`config.mk`:
```
export PLATFORM = sky130hd
export DESIGN_NAME = octdac_top
export DESIGN_NICKNAME = d
export VERILOG_FILES = /design/src/rtl/octdac_pkg.sv /design/src/rtl/octdac_shifter.sv /design/src/rtl/octdac_decode.sv /design/src/rtl/octdac_bank.sv /design/src/rtl/octdac_top.sv
export SDC_FILE = /design/constraint.sdc
export NUM_CORES = 1
export LEC_CHECK = 0
export ABC_AREA = 1
export BUFFER_PORTS_ARGS = -buffer_cell sky130_fd_sc_hd__buf_4
export CORE_MARGIN = 2
export CORE_UTILIZATION = 45
export CTS_CLUSTER_SIZE = 10
export DETAILED_ROUTE_END_ITERATION = 12
export GPL_ROUTABILITY_DRIVEN = 0
export PLACE_DENSITY = 0.73
export SYNTH_ARGS = -nofsm -noshare
export SYNTH_HDL_FRONTEND = slang
export SYNTH_SLANG_ARGS = --single-unit
export TNS_END_PERCENT = 10
```
`constraint.sdc`:
```
create_clock -name clk -period 4.5 [get_ports clk]
set_input_delay 0.9 -clock clk [delete_from_list [all_inputs] [get_ports clk]]
set_output_delay 0.9 -clock clk [all_outputs]
set_load 0.005 [all_outputs]
```
`src/rtl/octdac_pkg.sv`:
```
`timescale 1ns/1ps
package octdac_pkg;
  localparam int WORD_W = 16;
  localparam int CMD_W  = 4;
  localparam int NUM_CH = 8;

  localparam logic [CMD_W-1:0] CMD_SLEEP = 4'hE;
  localparam logic [CMD_W-1:0] CMD_ALL   = 4'hF;

  typedef enum logic [1:0] {
    OP_HOLD  = 2'd0,
    OP_ONE   = 2'd1,
    OP_ALL   = 2'd2,
    OP_SLEEP = 2'd3
  } op_e;
endpackage

```
`src/rtl/octdac_shifter.sv`:
```
`timescale 1ns/1ps
module octdac_shifter
  import octdac_pkg::*;
#(
  parameter int W = WORD_W
) (
  input  logic         clk,
  input  logic         rst_n,
  input  logic         sck,
  input  logic         cs_n,
  input  logic         sdi,
  output logic [W-1:0] word,
  output logic         sdo,
  output logic         commit
);
  logic         sck_q, cs_q;
  logic [W-1:0] sr_q, sr_d;
  logic         sdo_q, sdo_d;
  logic         sck_rise, sck_fall;

  assign sck_rise = sck & ~sck_q;
  assign sck_fall = ~sck & sck_q;

  always_comb begin
    sr_d  = sr_q;
    sdo_d = sdo_q;
    if (!cs_n && sck_rise) sr_d  = {sr_q[W-2:0], sdi};
    if (!cs_n && sck_fall) sdo_d = sr_q[W-1];
  end

  always_ff @(posedge clk or negedge rst_n) begin
    if (!rst_n) begin
      sck_q <= 1'b0;
      cs_q  <= 1'b1;
      sr_q  <= '0;
      sdo_q <= 1'b0;
    end else begin
      sck_q <= sck;
      cs_q  <= cs_n;
      sr_q  <= sr_d;
      sdo_q <= sdo_d;
    end
  end

  assign commit = cs_n & ~cs_q;
  assign word   = sr_q;
  assign sdo    = sdo_q;
endmodule

```
`src/rtl/octdac_decode.sv`:
```
`timescale 1ns/1ps
module octdac_decode
  import octdac_pkg::*;
#(
  parameter int CODE_W = 10
) (
  input  logic [WORD_W-1:0] word,
  output op_e               op,
  output logic [NUM_CH-1:0] ch_sel,
  output logic [CODE_W-1:0] data
);
  localparam int PAD_W = WORD_W - CMD_W - CODE_W;

  logic [CMD_W-1:0]  cmd;
  logic [NUM_CH-1:0] ch_hit;
  logic              pad_unused;

  assign cmd        = word[WORD_W-1 -: CMD_W];
  assign data       = word[WORD_W-CMD_W-1 -: CODE_W];
  assign pad_unused = ^word[PAD_W-1:0];

  for (genvar g = 0; g < NUM_CH; g++) begin : g_hit
    assign ch_hit[g] = (cmd == CMD_W'(g + 1));
  end

  always_comb begin
    op     = OP_HOLD;
    ch_sel = '0;
    if (cmd == CMD_SLEEP) begin
      op = OP_SLEEP;
    end else if (cmd == CMD_ALL) begin
      op     = OP_ALL;
      ch_sel = '1;
    end else if (|ch_hit) begin
      op     = OP_ONE;
      ch_sel = ch_hit;
    end
  end
endmodule

```
`src/rtl/octdac_bank.sv`:
```
`timescale 1ns/1ps
module octdac_bank
  import octdac_pkg::*;
#(
  parameter int CODE_W = 10
) (
  input  logic                     clk,
  input  logic                     rst_n,
  input  logic                     commit,
  input  logic [NUM_CH-1:0]        ch_sel,
  input  logic [CODE_W-1:0]        data,
  output logic [NUM_CH*CODE_W-1:0] codes
);
  for (genvar g = 0; g < NUM_CH; g++) begin : g_ch
    logic              wr_en;
    logic [CODE_W-1:0] code_q, code_d;

    assign wr_en = commit & ch_sel[g];

    always_comb begin
      code_d = code_q;
      if (wr_en) code_d = data;
    end

    always_ff @(posedge clk or negedge rst_n) begin
      if (!rst_n) code_q <= '0;
      else        code_q <= code_d;
    end

    assign codes[g*CODE_W +: CODE_W] = code_q;
  end
endmodule

```
`src/rtl/octdac_top.sv`:
```
`timescale 1ns/1ps
module octdac_top
  import octdac_pkg::*;
#(
  parameter int CODE_W = 10
) (
  input  logic                     clk,
  input  logic                     rst_n,
  input  logic                     sck,
  input  logic                     cs_n,
  input  logic                     sdi,
  output logic                     sdo,
  output logic                     sleep,
  output logic [NUM_CH*CODE_W-1:0] codes
);
  logic [1:0]        rst_sync_q;
  logic              rst_int_n;
  logic [WORD_W-1:0] shift_word;
  logic              commit;
  op_e               op;
  logic [NUM_CH-1:0] ch_sel;
  logic [CODE_W-1:0] data;
  logic              sleep_q, sleep_d;

  always_ff @(posedge clk or negedge rst_n) begin
    if (!rst_n) rst_sync_q <= 2'b00;
    else        rst_sync_q <= {rst_sync_q[0], 1'b1};
  end
  assign rst_int_n = rst_sync_q[1];

  octdac_shifter #(.W(WORD_W)) u_shift (
    .clk    (clk),
    .rst_n  (rst_int_n),
    .sck    (sck),
    .cs_n   (cs_n),
    .sdi    (sdi),
    .word   (shift_word),
    .sdo    (sdo),
    .commit (commit)
  );

  octdac_decode #(.CODE_W(CODE_W)) u_dec (
    .word   (shift_word),
    .op     (op),
    .ch_sel (ch_sel),
    .data   (data)
  );

  octdac_bank #(.CODE_W(CODE_W)) u_bank (
    .clk    (clk),
    .rst_n  (rst_int_n),
    .commit (commit),
    .ch_sel (ch_sel),
    .data   (data),
    .codes  (codes)
  );

  always_comb begin
    sleep_d = sleep_q;
    if (commit) sleep_d = (op == OP_SLEEP);
  end

  always_ff @(posedge clk or negedge rst_int_n) begin
    if (!rst_int_n) sleep_q <= 1'b0;
    else            sleep_q <= sleep_d;
  end

  assign sleep = sleep_q;
endmodule

```
* After elaboration in Yosys (flattened, before gate mapping)
Cells that the tools add are included.
** Storage, ports and cells
- Register bits after elaboration :: 102
- Input bits :: 5
- Output and inout port bits :: 82
- Word-level logic and storage cells :: 49
** Operators by class
- Equality and inequality tests :: 11
- Multiplexer cells :: 6
- Bitwise logic cells :: 14
- Reductions and logical operators :: 4
** Operator list (number)
- 8-bit two-way mux :: 3
- 4-bit by 3-bit == test with 1-bit output (second input constant) :: 4
- 4-bit == test (second input constant) :: 3
- 1-bit bitwise AND :: 11
- 4-bit by 2-bit == test with 1-bit output (second input constant) :: 2
- 8-bit OR reduction :: 1
- 4-bit by 1-bit == test with 1-bit output (second input constant) :: 1
- 2-bit two-way mux :: 2
- 1-bit inverter :: 3
- 2-bit == test (second input constant) :: 1
- 1-bit logical AND :: 2
- 1-bit zero test :: 1
- 1-bit two-way mux :: 1

* Depth between registers and ports, before layout
Gate-level depths: netlist of run 1.
- Depth in word-level cells :: 6
- Mapped depth :: 7
- Depth with buffers taken out :: 7

* Hierarchy
Synthesis of run 1 repeated with hierarchy kept, for this count alone.
** Second synthesis, totals
- Cell total of the unflattened synthesis :: 486
- Area total of the unflattened synthesis :: 4285.4 sq um
** By module, submodules not included
- octdac_bank :: instances 1, cells each 356, area an instance 3219.3 sq um, sequential area each 2001.9 sq um
- octdac_shifter :: instances 1, cells each 80, area an instance 758.2 sq um, sequential area each 476.7 sq um
- octdac_decode :: instances 1, cells each 42, area an instance 212.7 sq um, sequential area each 0.0 sq um
- octdac_top :: instances 1, cells each 8, area an instance 95.1 sq um, sequential area each 75.1 sq um

* Worst setup path before layout of run 1
No wires, ideal clock.
- Path kind :: input -> register
- From :: input cs_n
- To :: register u_bank.g_ch[7].code_q[0]
- Setup time :: 117 ps
- Arrival :: 1479 ps
- Required time :: 4383 ps
- Setup slack :: 2904 ps
- Stages :: 6
- Path buffers :: 2
- Cell sequence :: nand2_1 -> inv_2 -> buf_4 -> buf_4 -> nand3_1 -> nand2_1
** Between the ends
- Word-level cells in the longest chain between the ends :: 2
** Ends and longest elaborated chain
- start, declared :: line octdac_top.sv:10 : input logic cs_n,
- 1-bit bitwise AND :: line octdac_shifter.sv:45 : assign commit = cs_n & ~cs_q;
- 1-bit bitwise AND :: line octdac_bank.sv:18 : assign wr_en = commit & ch_sel[g];
- end signal, assigned :: line octdac_bank.sv:27 : else code_q <= code_d;
- end, declared :: line octdac_bank.sv:16 : logic [CODE_W-1:0] code_q, code_d;
No other way between the ends.
A chain may end at the register's enable or synchronous reset.

* Final worst setup path of run 1
- From :: input cs_n
- To :: register u_bank.g_ch[5].code_q[0]
** Between the ends
- Word-level cells in the longest chain between the ends :: 2
** Ends and longest elaborated chain (line)
- 1-bit bitwise AND :: octdac_shifter.sv:45
- 1-bit bitwise AND :: octdac_bank.sv:18
- end signal, assigned :: octdac_bank.sv:27
- end, declared :: octdac_bank.sv:16
No other way between the ends.

==> results.md, run 1 <==
* Top-area cell type share of the netlist area at 61.8%
* Total of endpoints with negative setup slack in the final report at 0
* R2r startpoint: u_shift.cs_q
* Sequential share of the synthesized area at 62.4%
* Clock Sink Count at 102
* Leftover overflow at the end of global routing at 0
* Post-synth EDFFs at 0
* Most common library cells after synthesis: sky130_fd_sc_hd__nand2_1, sky130_fd_sc_hd__dfrtp_1, sky130_fd_sc_hd__nand3_1
* Ports at 87
* Minimum period implied by the final worst setup slack at 2120 ps
* Number of standard cells after synthesis at 445
* Initial antenna violation count at 0
* Post-cts hold buffer count at 0
* Fmax at 472 MHz
* Avg Cell Area, Syn at 9.19 um^2
* Core region area at 0.00876 mm^2
* Power density relative to cell area at 562 mW/mm^2
* Status: complete, no violations
* Number of gates given a new drive strength after cts at 0
* Die Height at 99.4 um
* Clock Pin Slew Worst Setup and Hold Paths at 90 ps
* Critical Path AT at 2380 ps
* Antenna diode count at 0
* Worst setup slack for register-to-register paths at 2620 ps
* Biggest fanout along the worst timing path at 67
* Number of buffers on the longest clock path at 2
* Number of storage elements in the synthesis netlist at 102
* Clock skew at 10.2 ps
* Hold/Removal Path Class: in -> async
* Relative slew margins at 30.3%
* Final routed DRC violation total at 0
* Layer carrying the most global-route usage: met1
* Buffer cell driving the clock tree root: sky130_fd_sc_hd__clkbuf_8
* Number of port buffers at 86
* GR met3 Demand/Resource at 4.78%
* Endpoint of the lowest-slack register-to-register path: u_bank.g_ch[5].code_q[0]
* Starting Density at 46.7%
* Highest ir drop seen on vdd at 225 uV
* Total count of max-transition violations in the final report at 0
* H-tree depth reported by CTS at 3
* Die area at 0.00987 mm^2
* Critical path start-end classification: in -> reg
* Proportion of layout cells with a drive suffix above 1 at 23.3%
* Category of the worst setup path capture point: register
* DR iter-0 viols at 243
* Leakage power figure at 2.70 nW
* Unrepaired setup endpoints after global routing: false
* Final routed wirelength across all metal layers at 9110 um
* Overall die width at 99.4 um
* Pin count of the biggest net entering global routing at 68
* Synth Flop Type: sky130_fd_sc_hd__dfrtp_1
* Synthesized netlist net count at 450
* Critical Path Source Type: primary input
* Total global-route track usage at 19.0%
* Global-route met2 utilization at 28.0%
* Layout overhead on the synthesized area at 20.1%
* Number of maximum-capacitance violations at 0
* First-pass DRT Iterations at 4
* Final clock period utilization by the worst path at 47.1%
* Num CTS Buffers at 9
* Drt wl/cell at 14.5 um
* GRT met1 Usage at 28.0%
* Yosys warns at 0
* Cells taking the most area after synthesis: sky130_fd_sc_hd__dfrtp_1, sky130_fd_sc_hd__nand2_1, sky130_fd_sc_hd__nand3_1
* Summed area of non-filler cells in the final layout at 0.00491 mm^2
* Number of global-route vias before repair at 2,863
* Library cell with the largest summed area after synthesis: sky130_fd_sc_hd__dfrtp_1
* Worst R2R Path Depth at 6
* Slew at the pin closest to its max-slew limit at 1040 ps
* Half-perimeter wire length after placement at 6250 um
* Aggregate negative setup slack at 0 ps
* Instance area after placement at 0.00469 mm^2
* Wire length of the first global-routing pass at 14,800 um
* Final number of hold-violating endpoints at 0
* Clock Latency Late Sink at 360 ps
* Netlist cell types at 19
* Required time at the endpoint of the critical path at 4760 ps
* Most common cell in the netlist: sky130_fd_sc_hd__nand2_1
* Nets at 519
* Count of buffers added by post-CTS timing repair for setup at 0
* Floorplan row count at 34
* Count of nets left with antenna violations after detail routing at 0
* Fraction of registers with async set or reset after synthesis at 100%
* Total number of vias at 3,112
* Via density per instance at 4.96
* Clock tree from TritonCTS: done
* Netlist Area Pre-Place at 0.00409 mm^2
==> worst max path at each step <==
stage / startpoint / end / slack [ps]
3_3_place_gp: cs_n / u_bank.g_ch[1].code_q[2] / 2060
6_report: cs_n / u_bank.g_ch[5].code_q[0] / 2380
2_1_floorplan: rst_sync_q[1] / sleep / 1450
4_1_cts: cs_n / u_bank.g_ch[1].code_q[3] / 2410
3_5_place_dp: cs_n / u_bank.g_ch[0].code_q[4] / 2020
5_1_grt: cs_n / u_bank.g_ch[3].code_q[1] / 2170
==> report_power, final <==
part / internal (W) / total (W) / switching, W
Clock: 0.000330 / 0.000638 / 0.000308
Sequential: 0.00117 / 0.00142 / 0.000247
Combinational: 0.000378 / 0.000701 / 0.000323
==> logic make-up after synthesis <==
kind of cell           count (synthesis)  synth area share (%)
AND/OR/NAND/NOR                      259                  26.8
flip-flops                           102                  62.4
other                                  1                0.0917
AO/OA/AOI/OAI                         35                  4.28
buffers and inverters                 48                  6.45
==> worst max-delay path, cell delays in order <==
cell and delay [ps]:
sky130_fd_sc_hd__buf_4 100, sky130_fd_sc_hd__nand2_1 90, sky130_fd_sc_hd__inv_2 760, sky130_fd_sc_hd__nand2_2 310, sky130_fd_sc_hd__nand2_1 150, sky130_fd_sc_hd__nand2_1 60
==> layout by cell type, fill, tap and decap left out, types with 2 or more instances in the layout <==
cell                          n
sky130_fd_sc_hd__nand2_1    172
sky130_fd_sc_hd__dfrtp_1    100
sky130_fd_sc_hd__buf_4       87
sky130_fd_sc_hd__nand3_1     63
sky130_fd_sc_hd__o21ai_1     20
sky130_fd_sc_hd__inv_1       16
sky130_fd_sc_hd__o21ai_0     14
sky130_fd_sc_hd__nand2_2     12
sky130_fd_sc_hd__clkbuf_8    10
sky130_fd_sc_hd__nor2_1       9
sky130_fd_sc_hd__inv_2        3
sky130_fd_sc_hd__bufinv_16    2
==> registers in the layout, indices dropped and copies added, names as in the netlist <==
| name | flops |
|---|---|
| u_bank.g_ch.code_q | 80 |
| u_shift.word | 16 |
| rst_sync_q | 2 |
| sleep | 1 |
| u_shift.cs_q | 1 |
| u_shift.sck_q | 1 |
| u_shift.sdo | 1 |
==> cell type report <==
cell class | instances | area, um^2
clock buffers | 11 | 141
clock inverters | 5 | 81.3
fillers | 804 | 3850
inverters | 19 | 71.3
multi-input cells | 295 | 1270
flip-flops and latches | 102 | 2560
well taps | 108 | 135
repair buffers | 87 | 653
==> per-stage QoR <==
| stage | worst slack, ps | util [%] | power (W) | hold WS, ps | cells |
|---|---|---|---|---|---|
| finish | 2380 | 56.1 | 0.00276 | 299 | 627 |
| global route | 2170 | 56.1 | 0.00293 | 273 | 627 |
| CTS | 2410 | 56.1 | 0.00279 | 282 | 627 |
| detailed placement | 2020 | 53.5 | 0.00215 | 336 | 611 |
| global placement | 2060 | 53.5 | 0.00212 | 338 | 611 |
| floorplan | 1450 | - | 0.00170 | 331 | 445 |
==> routing by layer <==
| layer | part of all wire, % | routed length [um] |
|---|---|---|
| met1 | 46 | 4160 |
| met2 | 46 | 4180 |
| met3 | 7.2 | 653 |
| met4 | 1.2 | 110 |
| met5 | 0 | 0 |
(Power assumes the default switching activity.)
==> run 2, diff against run 1 <==
- ABC_AREA: 1 -> 0
- PLACE_DENSITY: 0.73 -> 0.72
- clock period: 4.5 -> 2.1 ns (I/O delays scaled with it)
==> results.md, run 2 <==
* Post-cts hold buffer count at 1 (+1)
* Worst setup slack for register-to-register paths at 230 ps (-2390 ps)
* Critical path launch point: u_shift.word[15]
* Critical Path AT at 2140 ps (-240 ps)
* Global-route met2 utilization at 32.4% (+4.5 points)
* Fraction of registers with async set or reset after synthesis at 100% (unchanged)
* Most common cell in the netlist: sky130_fd_sc_hd__dfrtp_1
* GRT met1 Usage at 27.0% (-0.99 points)
* Netlist cell types at 42 (+23)
* Total of endpoints with negative setup slack in the final report at 0 (unchanged)
* Layer carrying the most global-route usage: met2
* Endpoint of the worst setup timing path: u_bank.g_ch[4].code_q[7]
* Critical path start-end classification: reg -> reg
* Relative slew margins at 63.2% (+33 points)
* Wire length of the first global-routing pass at 16,600 um (+12%)
* Final number of hold-violating endpoints at 0 (unchanged)
* Final clock period utilization by the worst path at 89.0%
* Critical Path Source Type: register
* Half-perimeter wire length after placement at 7060 um (+13%)
* Leakage power figure at 2.69 nW (-0.36%)
* Starting Density at 46.9% (+0.19 points)
* Total count of max-transition violations in the final report at 0 (unchanged)
* DR iter-0 viols at 162 (-33%)
* Netlist Area Pre-Place at 0.00437 mm^2 (+6.9%)
* Critical path's largest stage delay at 500 ps (-260 ps)
* Required time at the endpoint of the critical path at 2370 ps (-2390 ps)
* Aggregate negative setup slack at 0 ps (unchanged)
* Commonest non-fill, non-tap cell in the layout: sky130_fd_sc_hd__buf_4
* Floorplan row count at 35 (+2.9%)
* Total global-route track usage at 20.5% (+1.5 points)
* Total number of vias at 3,113 (+0.032%)
* Overall die width at 103 um (+3.3%)
* Nets at 426 (-18%)
* Status: complete, no violations
* Minimum period implied by the final worst setup slack at 1870 ps
* R2r startpoint: u_shift.word[15]
* Final routed DRC violation total at 0 (unchanged)
* Num CTS Buffers at 9 (unchanged)
* Slew at the pin closest to its max-slew limit at 553 ps (-491 ps)
* Unrepaired setup endpoints after global routing: false
* Synth Flop Type: sky130_fd_sc_hd__dfrtp_1
* Sequential share of the synthesized area at 58.4% (-4.0 points)
* Number of standard cells after synthesis at 334 (-25%)
* Library cell with the largest summed area after synthesis: sky130_fd_sc_hd__dfrtp_1
* Layout overhead on the synthesized area at 24.1%
* Pin count of the biggest net entering global routing at 47 (-31%)
* Yosys warns at 0 (unchanged)
* Instance area after placement at 0.00523 mm^2 (+11%)
* Clock Latency Late Sink at 380 ps (+20 ps)
* Die area at 0.0105 mm^2 (+6.6%)
* Clock skew at 14.2 ps (+3.98 ps)
* Buffer cell driving the clock tree root: sky130_fd_sc_hd__clkbuf_8
* Leftover overflow at the end of global routing at 0 (unchanged)
* Worst hold slack after final layout at 173 ps (-126 ps)
* Max FFs per register at 80 (unchanged)
* Endpoint of the lowest-slack register-to-register path: u_bank.g_ch[4].code_q[7]
* Via density per instance at 5.61 (+13%)
* Antenna diode count at 0 (unchanged)
* Number of buffers on the longest clock path at 2 (unchanged)
* Proportion of layout cells with a drive suffix above 1 at 48.4% (+25 points)
* Clock Sink Count at 102 (unchanged)
* Biggest fanout along the worst timing path at 12 (-82%)
* Highest ir drop seen on vdd at 414 uV (+84%)
* Count of nets left with antenna violations after detail routing at 0 (unchanged)
* Hold/Removal Path Class: in -> reg
* Category of the worst setup path capture point: register
* Most common library cells after synthesis: sky130_fd_sc_hd__dfrtp_1, sky130_fd_sc_hd__mux2_2, sky130_fd_sc_hd__clkbuf_1
* Clock tree from TritonCTS: done
* Initial antenna violation count at 0 (unchanged)
* Core region area at 0.00933 mm^2 (+6.4%)
* Clock Pin Slew Worst Setup and Hold Paths at 110 ps (+20 ps)
* Number of global-route vias before repair at 3,149 (+10%)
* Summed area of non-filler cells in the final layout at 0.00543 mm^2 (+10%)
* Most used cells in the layout excluding fill and tap cells: sky130_fd_sc_hd__buf_4, sky130_fd_sc_hd__dfrtp_1, sky130_fd_sc_hd__mux2_2
* Number of gates given a new drive strength after cts at 0 (unchanged)
* Top-area cell type share of the netlist area at 57.8% (-4.0 points)
* Crit-path cells: or2_2 > a211oi_4 > buf_4 > mux2_2
* Die Height at 103 um (+3.3%)
* Synthesized netlist net count at 339 (-25%)
* Count of buffers added by post-CTS timing repair for setup at 0 (unchanged)
* GR met3 Demand/Resource at 7.12% (+2.3 points)
* Ports at 87 (unchanged)
* Drt wl/cell at 18.5 um (+27%)
* Number of port buffers at 86 (unchanged)
* H-tree depth reported by CTS at 3 (unchanged)
* Post-synth EDFFs at 0 (unchanged)
* First-pass DRT Iterations at 4 (unchanged)
* Number of maximum-capacitance violations at 0 (unchanged)
* Power density relative to cell area at 900 mW/mm^2 (+60%)
* Cells taking the most area after synthesis: sky130_fd_sc_hd__dfrtp_1, sky130_fd_sc_hd__mux2_2, sky130_fd_sc_hd__a221oi_1
* Register containing the most flip-flops in the final layout: u_bank.g_ch.code_q
* Avg Cell Area, Syn at 13.1 um^2 (+42%)
* Worst R2R Path Depth at 4 (-2)
* Fmax at 535 MHz
* Final routed wirelength across all metal layers at 10,300 um (+13%)
* CP max stage cell: sky130_fd_sc_hd__dfrtp_1
* Number of storage elements in the synthesis netlist at 102 (unchanged)
==> run 2: how the worst min path moves through the flow <==
stage,from,to,slack (ps),cells past startpoint
floorplan,rst_n,rst_sync_q[0],120,0
global route,sck,u_shift.sck_q,160,1
finish,sck,u_shift.sck_q,170,1
global placement,rst_n,rst_sync_q[0],210,1
CTS,sck,u_shift.sck_q,170,1
detailed placement,rst_n,rst_sync_q[0],210,1
==> run 2: cell families (layout without fill, tap and decap cells) <==
logic type / count (synthesis) / in the layout / synth area share, %
flops: 102 / 102 / 58.4
xor+xnor: 2 / 2 / 0.401
buf+inv: 53 / 145 / 4.66
compound gates: 54 / 54 / 10.9
other cells: 1 / 1 / 0.0858
mux: 73 / 73 / 18.8
simple gates: 49 / 49 / 6.72
==> run 2: worst max-delay path: cells and delay by family, from the launching register on <==
family,cells,cell delay (ps)
simple gates,1,450
mux,1,360
compound gates,1,230
flops,1,500
buf+inv,1,220
==> run 2: through the flow <==
step	setup WS, ps	total power [W]	util [%]	std cells
after floorplan	351	0.00315	-	334
final	232	0.00488	58.2	555
after detailed placement	269	0.00374	56.1	538
after global placement	329	0.00369	56.1	538
after CTS	248	0.00493	58.2	555
after global routing	145	0.00517	58.2	555
==> run 2: final cells by class <==
| class | instances | area, um^2 |
|---|---|---|
| Multi-Input combinational cell | 179 | 1620 |
| Timing Repair Buffer | 107 | 818 |
| Clock inverter | 6 | 57.6 |
| Fill cell | 763 | 3900 |
| Clock buffer | 10 | 128 |
| Sequential cell | 102 | 2560 |
| Tap cell | 129 | 161 |
| Inverter | 22 | 82.6 |
==> run 2: report_power, final <==
group          switching [W]  internal [W]  total (W)
logic               0.000384      0.000575   0.000959
clock network       0.000725      0.000464    0.00119
registers           0.000483       0.00225    0.00273
total                0.00159       0.00329    0.00488
==> run 2: per-layer routing <==
metal / wire length (um) / vias up
met1: 4410 / 1581
met5: 0 / -
met4: 216 / 0
li1: - / 1416
met3: 751 / 14
met2: 4910 / 102
